===== config.mk =====
export PLATFORM = sky130hd
export DESIGN_NAME = lps_ctrl
export DESIGN_NICKNAME = d
export VERILOG_FILES = /design/src/rtl/lps_pkg.sv /design/src/rtl/lps_sync.sv /design/src/rtl/lps_core.sv /design/src/rtl/lps_sg_seq.sv /design/src/rtl/lps_ctrl.sv
export SDC_FILE = /design/constraint.sdc
export NUM_CORES = 1
export LEC_CHECK = 0
export ABC_AREA = 1
export BUFFER_PORTS_ARGS = -buffer_cell sky130_fd_sc_hd__buf_2
export CORE_MARGIN = 1
export CORE_UTILIZATION = 47
export CTS_BUF_LIST = sky130_fd_sc_hd__clkbuf_8
export CTS_CLUSTER_DIAMETER = 60
export DETAILED_ROUTE_END_ITERATION = 16
export GPL_ROUTABILITY_DRIVEN = 0
export GPL_TIMING_DRIVEN = 0
export MAX_ROUTING_LAYER = met4
export PLACE_DENSITY_LB_ADDON = 0.05
export SETUP_SLACK_MARGIN = 0.05
export SYNTH_ARGS = -nofsm -noshare
export SYNTH_HDL_FRONTEND = slang
export SYNTH_HIERARCHICAL = 1
export SYNTH_SLANG_ARGS = --single-unit

===== constraint.sdc =====
create_clock -name clk_i -period 1.05 [get_ports clk_i]
set_input_delay 0.1575 -clock clk_i [delete_from_list [all_inputs] [get_ports clk_i]]
set_output_delay 0.1575 -clock clk_i [all_outputs]
set_load 0.1 [all_outputs]

===== src/rtl/lps_pkg.sv =====
package lps_pkg;

    localparam int NSEC = 3;

    typedef enum logic [2:0] {
        ST_RUN,
        ST_HALT,
        ST_DEEP,
        ST_RESTORE,
        ST_STOPG
    } lps_state_e;

    localparam logic [NSEC-1:0] EN_RUN   = 3'b111;
    localparam logic [NSEC-1:0] EN_HALT  = 3'b110;
    localparam logic [NSEC-1:0] EN_DEEP  = 3'b100;
    localparam logic [NSEC-1:0] EN_STOPG = 3'b010;

    typedef struct packed {
        lps_state_e st;
        lps_state_e ret;
    } core_reg_t;

endpackage


===== src/rtl/lps_sync.sv =====
module lps_sync #(
    parameter int STAGES = 2,
    parameter bit RESET_VAL = 1'b1
) (
    input  logic clk_i,
    input  logic rst_ni,
    input  logic d_i,
    output logic q_o
);
    logic [STAGES-1:0] sh_d, sh_q;

    always_comb begin
        sh_d = {sh_q[STAGES-2:0], d_i};
    end

    always_ff @(posedge clk_i or negedge rst_ni) begin
        if (!rst_ni) sh_q <= {STAGES{RESET_VAL}};
        else         sh_q <= sh_d;
    end

    assign q_o = sh_q[STAGES-1];
endmodule


===== src/rtl/lps_core.sv =====
module lps_core
    import lps_pkg::*;
(
    input  logic            clk_i,
    input  logic            rst_ni,
    input  logic            stop_i,
    input  logic            halt_req_i,
    input  logic            wake_i,
    input  logic            xhalt_en_i,
    input  logic            min_ratio_i,
    input  logic            restore_ack_i,
    output logic [NSEC-1:0] clk_en_o,
    output logic            ratio_low_o,
    output logic            restore_req_o,
    output logic            enter_sg_o
);
    core_reg_t r_d, r_q;

    always_comb begin
        r_d = r_q;
        unique case (r_q.st)
            ST_RUN: begin
                if (stop_i) begin
                    r_d.st  = ST_STOPG;
                    r_d.ret = ST_RUN;
                end else if (halt_req_i) begin
                    r_d.st = (xhalt_en_i && !min_ratio_i) ? ST_DEEP : ST_HALT;
                end
            end
            ST_HALT: begin
                if (stop_i) begin
                    r_d.st  = ST_STOPG;
                    r_d.ret = ST_HALT;
                end else if (wake_i) begin
                    r_d.st = ST_RUN;
                end
            end
            ST_DEEP: begin
                if (stop_i) begin
                    r_d.st  = ST_STOPG;
                    r_d.ret = ST_DEEP;
                end else if (wake_i) begin
                    r_d.st = ST_RESTORE;
                end
            end
            ST_RESTORE: begin
                if (restore_ack_i) r_d.st = ST_RUN;
            end
            ST_STOPG: begin
                if (!stop_i) r_d.st = r_q.ret;
            end
            default: r_d.st = ST_RUN;
        endcase
    end

    always_ff @(posedge clk_i or negedge rst_ni) begin
        if (!rst_ni) r_q <= '{st: ST_RUN, ret: ST_RUN};
        else         r_q <= r_d;
    end

    always_comb begin
        unique case (r_q.st)
            ST_HALT:    clk_en_o = EN_HALT;
            ST_DEEP:    clk_en_o = EN_DEEP;
            ST_RESTORE: clk_en_o = EN_DEEP;
            ST_STOPG:   clk_en_o = EN_STOPG;
            default:    clk_en_o = EN_RUN;
        endcase
    end

    assign ratio_low_o   = (r_q.st == ST_DEEP) ||
                           (r_q.st == ST_STOPG && r_q.ret == ST_DEEP);
    assign restore_req_o = (r_q.st == ST_RESTORE);
    assign enter_sg_o    = (r_d.st == ST_STOPG) && (r_q.st != ST_STOPG);
endmodule


===== src/rtl/lps_sg_seq.sv =====
module lps_sg_seq #(
    parameter int NCORES = 2,
    localparam int IDW = (NCORES > 1) ? $clog2(NCORES) : 1
) (
    input  logic              clk_i,
    input  logic              rst_ni,
    input  logic [NCORES-1:0] enter_i,
    output logic              req_o,
    output logic [IDW-1:0]    core_o,
    input  logic              ack_i
);
    logic [NCORES-1:0] pend_d, pend_q;
    logic [IDW-1:0]    sel;

    always_comb begin
        sel = '0;
        for (int i = NCORES - 1; i >= 0; i--) begin
            if (pend_q[i]) sel = IDW'(i);
        end
    end

    always_comb begin
        pend_d = pend_q;
        if (req_o && ack_i) pend_d[sel] = 1'b0;
        pend_d = pend_d | enter_i;
    end

    always_ff @(posedge clk_i or negedge rst_ni) begin
        if (!rst_ni) pend_q <= '0;
        else         pend_q <= pend_d;
    end

    assign req_o  = |pend_q;
    assign core_o = sel;
endmodule


===== src/rtl/lps_ctrl.sv =====
module lps_ctrl
    import lps_pkg::*;
#(
    parameter int NCORES      = 2,
    parameter int SYNC_STAGES = 2,
    localparam int IDW = (NCORES > 1) ? $clog2(NCORES) : 1
) (
    input  logic                   clk_i,
    input  logic                   rst_ni,
    input  logic [NCORES-1:0]      halt_req_i,
    input  logic [NCORES-1:0]      wake_i,
    input  logic                   stpclk_ni,
    input  logic                   xhalt_en_i,
    input  logic [NCORES-1:0]      min_ratio_i,
    input  logic [NCORES-1:0]      restore_ack_i,
    output logic [NSEC*NCORES-1:0] clk_en_o,
    output logic [NCORES-1:0]      ratio_low_o,
    output logic [NCORES-1:0]      restore_req_o,
    output logic                   sg_req_o,
    output logic [IDW-1:0]         sg_core_o,
    input  logic                   sg_ack_i
);
    logic              stpclk_n_s;
    logic              stop;
    logic [NCORES-1:0] enter_sg;

    lps_sync #(.STAGES(SYNC_STAGES), .RESET_VAL(1'b1)) i_sync (
        .clk_i  (clk_i),
        .rst_ni (rst_ni),
        .d_i    (stpclk_ni),
        .q_o    (stpclk_n_s)
    );

    assign stop = !stpclk_n_s;

    for (genvar c = 0; c < NCORES; c++) begin : g_core
        lps_core i_core (
            .clk_i         (clk_i),
            .rst_ni        (rst_ni),
            .stop_i        (stop),
            .halt_req_i    (halt_req_i[c]),
            .wake_i        (wake_i[c]),
            .xhalt_en_i    (xhalt_en_i),
            .min_ratio_i   (min_ratio_i[c]),
            .restore_ack_i (restore_ack_i[c]),
            .clk_en_o      (clk_en_o[c*NSEC +: NSEC]),
            .ratio_low_o   (ratio_low_o[c]),
            .restore_req_o (restore_req_o[c]),
            .enter_sg_o    (enter_sg[c])
        );
    end

    lps_sg_seq #(.NCORES(NCORES)) i_seq (
        .clk_i   (clk_i),
        .rst_ni  (rst_ni),
        .enter_i (enter_sg),
        .req_o   (sg_req_o),
        .core_o  (sg_core_o),
        .ack_i   (sg_ack_i)
    );
endmodule


==> results of run 1 <==
-- stage by stage --
stage,utilization [%],hold WS [ps],worst slack (ps),TNS (ps),std cells
after global placement,65.38,70.28,-419.1,-4332,172
after detailed placement,65.38,67.03,-447.0,-4661,172
after floorplan,-,-138.1,-907.4,-6388,124
-- kinds of logic after synthesis --
| group | count (synthesis) |
|---|---|
| AOI/OAI and AO/OA | 19 |
| DFF | 14 |
| buffers and inverters | 20 |
| and+or+nand+nor | 71 |
-- Yosys cell counts --
cell and number:
nand2_1 35, inv_1 17, nor2_1 17, dfrtp_1 12, nand3_1 10, o21ai_0 10, a21oi_1 6, inv_2 3
nand2_2 3, and3_2 2, dfstp_2 2, nand3_2 2, nor3_1 2, o31ai_1 2, o21bai_1 1
==> metrics.yaml, run 1 <==
clockBufferDepth: 2
synth.largest_area_cell: "dfrtp_1"
die_w_um: 44.27
num_rows: 14
post-cts-setup-buffer-count: 21
cts_resized: 96
yosysWarnings: 6
syn_avg_cell_area_um2: 6.771
ctsHoldBuffers: 1
yosys.area_share.adder_pct: 0
synth_top_area_share_pct: 35.77
synth-simple-area-share_pct: 36.81
tool.error: "[ERROR DPL-0033] detailed placement checks failed during check placement."
synth_top_family_by_area: "simple AND/OR/NAND/NOR gates"
syn_nets: 137
synthTopCellsByArea: "dfrtp_1, nand2_1, inv_1, nor2_1, dfstp_2"
synth_mux_area_share_pct: 0
initial_core_util_pct: 52.67
yosysSeqAreaShare_pct: 42.03
numCtsBuffers: 3
cts_root_buf: "clkbuf_8"
synth_cells: 124
numPortBuffers: 24
cts_num_sinks: 14
status: "stopped before the end"
synth-compound-area-share_pct: 12.22
haltStage: "clock tree synthesis (4_1_cts)"
synth.distinct_cells: 15
yosys.area_share.xor_xnor_pct: 0
h-tree-depth: 1
syn_area_um2: 839.6
ys_seq_elements: 14
die_y_um: 44.27
placed_area_um2: 1042
ios: 25
dp_hpwl_mm: 1.447
==> run 2, diff against run 1 <==
CORE_AREA = 2 2 63 65   (was unset)
CORE_MARGIN = unset   (was 1)
CORE_UTILIZATION = unset   (was 47)
CTS_BUF_LIST = unset   (was sky130_fd_sc_hd__clkbuf_8)
CTS_CLUSTER_DIAMETER = unset   (was 60)
DIE_AREA = 0 0 65 67   (was unset)
MAX_ROUTING_LAYER = unset   (was met4)
PLACE_DENSITY_LB_ADDON = 0.15   (was 0.05)
SETUP_SLACK_MARGIN = unset   (was 0.05)
clock period = 1.4 ns   (was 1.05 ns; I/O delays follow)
==> run 2 against run 1 <==
Against the previous run:
- the flow now finishes, with violations (negative setup slack)
- synthesized cell count is the same
- synthesized area stayed put
==> metrics.yaml, run 2 <==
synth.most_common_cell: "nand2_1"
core_area_um2: 3606
dp_hpwl_mm: 1.589  # +9.8%
grt-ovfl-total: 0
path_cells: "inv_2, nand3_4, o31ai_4, buf_12"
wl_per_cell_um: 10.39
syn_nets: 137  # unchanged
num_rows: 22  # +8
synth_cells: 124  # unchanged
synthTopCellsByArea: "dfrtp_1, nand2_1, inv_1, nor2_1, dfstp_2"
critical_path_buf_inv_count: 2
antenna_found_initial: 0
syn_avg_cell_area_um2: 6.771  # unchanged
path_clk_slew_ps: 60
ant_nets: 0
grt_pass1_wl_mm: 3.657
max_freq_ghz: 0.6393
setup_tns_ps: -449.0
final_nets: 187
final_cell_mix: "nand2_1, buf_4, nor2_1, buf_2"
top_layer: "met4"
endpoint_kind: "output pin"
maxSlewViolCount: 0
drc: 0
h-tree-depth: 1  # unchanged
violations: "negative setup slack"
min_path_type: "primary input to flip-flop"
cts_num_sinks: 14  # unchanged
fin_ws_ps: -164.2
cp_data_arrival_time_ps: 1350
seq_area_um2: 359.1
synth.distinct_cells: 15  # unchanged
ios: 25  # unchanged
stdcell_count: 221
die_y_um: 67  # +51%
final_area_um2: 1425
synth_edf_count: 0  # unchanged
crit_slowest_cell: "dfrtp_2"
synth.largest_area_cell: "dfrtp_1"
drt_iter0_markers: 20
crit_family: "flip-flops"
cp_max_fo: 7
syn_area_um2: 839.6  # unchanged
drt-total-wl_mm: 2.297
worstSetupPathType: "flip-flop to output pin"
synthToLayoutAreaGrowth_pct: 69.75
clockBufferDepth: 2  # unchanged
track_usage_pct: 10.98
required_ps: 1190
relSlewSlack_pct: 77.93
numCtsBuffers: 3  # unchanged
async_flop_share_pct: 100.0  # unchanged
largest-register: "g_core.i_core/r_q"
firstDrtPassIters: 4
insertion_delay_ps: 250
diodes: 0
grt_max_degree: 15
cts_tree: "done"
dp.cells: 196  # +14%
synth_top_area_share_pct: 35.77  # unchanged
cts_root_buf: "clkbuf_8"
viasPerCell: 4.267
multi_input_area_um2: 486.7
fin_crit_ps: 1564
yosys-top-cells-count: "nand2_1, inv_1, nor2_1"
wl_met2_mm: 1.091
yosysSeqAreaShare_pct: 42.03  # unchanged
tightest_slew_ps: 331.1
die_area_um2: 4355
status: "complete, but fails checks"
pre_cts_ws_ps: -148.4  # +298.6 ps
top_regs: "g_core.i_core/r_q: 10 flops, i_seq/pend_q: 2 flops, i_sync/sh_q: 2 flops"
numPortBuffers: 24  # unchanged
placed_area_um2: 1065  # +2.2%
final_common_cell: "nand2_1"
max_stage_delay_ps: 460
setup_viol: 4
ys_seq_elements: 14  # unchanged
initial_core_util_pct: 23.28  # -29 points
yosysWarnings: 6  # unchanged
post-route-period-util_pct: 111.7
worst_clock_skew_ps: 4.212
layout-drive-gt1-share_pct: 45.66
met3WireLength_um: 104
largest_reg_flops: 10
r2r_setup_slack_ps: 100
fill_cells: 379
die_w_um: 65  # +47%
synth_ff_type: "dfrtp_1"
grt_pass1_vias: 881
hold_viol: 0
maxCapViolCount: 0
vias: 943
rsz0062_at_grt: "true"
wl_met1_mm: 1.075
startpoint_type: "flip-flop"
-- run 2: routing by layer --
layer  vias up  track usage, %
li1        491               -
met1       426           12.96
met2        22           18.56
met3         4           4.054
met4         0           3.191
met5         -               0
-- run 2: path summary, 6_finish.rpt --
path                                    startpoint                      end  depth (start not counted)
min                                      stpclk_ni           i_sync/sh_q[0]                          1
min in group asynchronous                   rst_ni  g_core[1].i_core/r_q[1]                          2
max                        g_core[1].i_core/r_q[3]           ratio_low_o[1]                          4
max in group asynchronous                   rst_ni           i_sync/sh_q[1]                          2
min reg2reg                         i_sync/sh_q[0]           i_sync/sh_q[1]                          0
max reg2reg                         i_sync/sh_q[1]  g_core[1].i_core/r_q[3]                          7
-- run 2: area by class of cell --
cell class              count  area share, %
flip-flops and latches     14          25.20
repair buffers             44          26.34
repair inverters            1         0.5268
inverters                  20          5.707
well taps                  48          4.214
clock buffers               4          3.863
multi-input cells          90          34.15
-- run 2: timing repair --
item | CTS | global route
endpoints found under the setup margin | 10 | 15
pin swaps | 5 | 3
hold buffers | 1 | 0
endpoints found under the hold margin | 12 | 0
setup buffers | 9 | 10
gates resized for setup | 28 | 20
gates cloned | 0 | 1
-- run 2: through the flow --
step           hold WS (ps)  util, %
3_3_place_gp          124.8    29.53
3_5_place_dp          134.2    29.53
5_1_grt               51.59    39.52
6_report              62.79    39.52
2_1_floorplan        -85.59        -
4_1_cts               56.00    35.67
-- run 2: cell families after synthesis --
family / share of synthesized area [%]
and+or+nand+nor: 36.81
buffers and inverters: 8.942
AOI/OAI and AO/OA: 12.22
DFF: 42.03
Power of run 2 is left out: the tool's default activity adds up to more than one toggle a clock period on the data nets, which glitch-free logic cannot reach.
==> run 3, diff against run 2 <==
PLACE_DENSITY_LB_ADDON = 0.3   (was 0.15)
==> run 3 against run 2 <==
Against the previous run:
- the flow still finishes with violations (negative setup slack)
- global-route usage rose by 0.36 points
- die area did not move
- first-iteration DRC count fell by 10%
- final cell count fell by 1.8%
==> metrics.yaml, run 3 (synthesis results as in run 2) <==
maxSlewViolCount: 0  # unchanged
synthToLayoutAreaGrowth_pct: 68.70
post-route-period-util_pct: 110.0  # -1.7 points
max_freq_ghz: 0.6494  # +1.6%
final_area_um2: 1416  # -0.61%
fin_crit_ps: 1540  # -24.24 ps
final_common_cell: "nand2_1"
startpoint_type: "flip-flop"
cts_root_buf: "clkbuf_8"
min_path_cells: 1  # unchanged
cp_data_arrival_time_ps: 1330  # -20 ps
initial_core_util_pct: 23.28  # unchanged
numPortBuffers: 24  # unchanged
largest-register: "g_core.i_core/r_q"
violations: "negative setup slack"
status: "complete, but fails checks"
tightest_slew_ps: 484.8  # +153.7 ps
numCtsBuffers: 3  # unchanged
endpoint_kind: "output pin"
die_y_um: 67  # unchanged
placed_area_um2: 1065  # unchanged
cts_num_sinks: 14  # unchanged
hold_ws_ps: 64.58  # +1.789 ps
worstSetupPathType: "flip-flop to output pin"
worst_clock_skew_ps: 3.840  # -0.3717 ps
fin_ws_ps: -140.0  # +24.24 ps
relSlewSlack_pct: 67.90  # -10 points
diodes: 0  # unchanged
grt_max_degree: 15  # unchanged
num_rows: 22  # unchanged
maxCapViolCount: 0  # unchanged
drt_iter0_markers: 18  # -10%
clockBufferDepth: 2  # unchanged
die_area_um2: 4355  # unchanged
firstDrtPassIters: 4  # unchanged
grt_pass1_wl_mm: 3.815  # +4.3%
drc: 0  # unchanged
viasPerCell: 4.359  # +2.2%
dp_hpwl_mm: 1.616  # +1.7%
cp_max_fo: 6  # -1
min_path_type: "primary input to flip-flop"
top_regs: "g_core.i_core/r_q: 10 flops, i_seq/pend_q: 2 flops, i_sync/sh_q: 2 flops"
die_w_um: 65  # unchanged
grt-ovfl-total: 0  # unchanged
pre_cts_ws_ps: -132.8  # +15.61 ps
vias: 946  # +0.32%
hold_viol: 0  # unchanged
ff2ff_path_depth: 6  # -1
required_ps: 1190  # about the same
largest_reg_flops: 10  # unchanged
rsz0062_at_grt: "true"
antenna_found_initial: 0  # unchanged
utilization_pct: 39.28  # -0.24 points
final_nets: 183  # -2.1%
h-tree-depth: 1  # unchanged
ios: 25  # unchanged
fill_cells: 366  # -3.4%
drt-total-wl_mm: 2.375  # +3.4%
insertion_delay_ps: 240  # about the same
setup_viol: 5  # +1
cts_tree: "done"
core_area_um2: 3606  # unchanged
layout-drive-gt1-share_pct: 44.38  # -1.3 points
path_clk_slew_ps: 60  # about the same
ant_nets: 0  # unchanged
final_cell_mix: "nand2_1, nor2_1, buf_4, buf_2"
track_usage_pct: 11.34  # +0.36 points
wl_per_cell_um: 10.94  # +5.3%
grt_pass1_vias: 927  # +5.2%
==> run 3: routing by layer <==
metal,track usage [%],vias to the layer above,part of all wire (%),routed length [um]
met5,0,-,0,0
met4,4.521,0,1.1,27
met3,3.041,2,3.5,84
met2,19.33,21,53,1261
met1,13.49,441,42,1002
li1,-,482,-,-
==> run 3: path summary, 6_finish.rpt <==
path	from	end	slack (ps)
max in group asynchronous	rst_ni	i_sync/sh_q[0]	720
hold / removal	stpclk_ni	i_sync/sh_q[0]	60
setup reg to reg	i_sync/sh_q[1]	g_core[0].i_core/r_q[3]	70
setup / recovery	g_core[0].i_core/r_q[5]	ratio_low_o[0]	-140
min in group asynchronous	rst_ni	g_core[1].i_core/r_q[0]	390
hold reg to reg	i_sync/sh_q[0]	i_sync/sh_q[1]	350
==> run 3: what timing repair did <==
item                                    in CTS  in global routing
gates resized for setup                     33                 18
buffers inserted                            10                  5
endpoints found under the hold margin       12                  0
endpoints found under the setup margin      10                 15
gates cloned                                 0                  1
hold buffers                                 1                  0
pin swaps                                    4                  0
==> run 3: worst max-delay path, stage by stage (launching register included) <==
cell and delay (ps):
dfrtp_2 460, inv_2 130, nand3_1 170, o31ai_4 110, buf_12 210
==> run 3: final cells by class <==
cell class	count	area [um2]	share of cell area, %
Multi-Input combinational cell	90	498.0	35.16
Tap cell	48	60.06	4.240
Timing Repair Buffer	40	355.3	25.09
Timing Repair inverter	1	5.005	0.3534
Clock buffer	4	55.05	3.887
Sequential cell	14	359.1	25.35
Inverter	20	83.83	5.919
==> run 3: per-stage QoR <==
stage | setup TNS, ps | std cells
2_1_floorplan | -3091 | 124
3_3_place_gp | -455.7 | 196
3_5_place_dp | -488.9 | 196
4_1_cts | -514.8 | 211
5_1_grt | -774.5 | 217
6_report | -504.7 | 217
Power of run 3 is left out for the same reason.
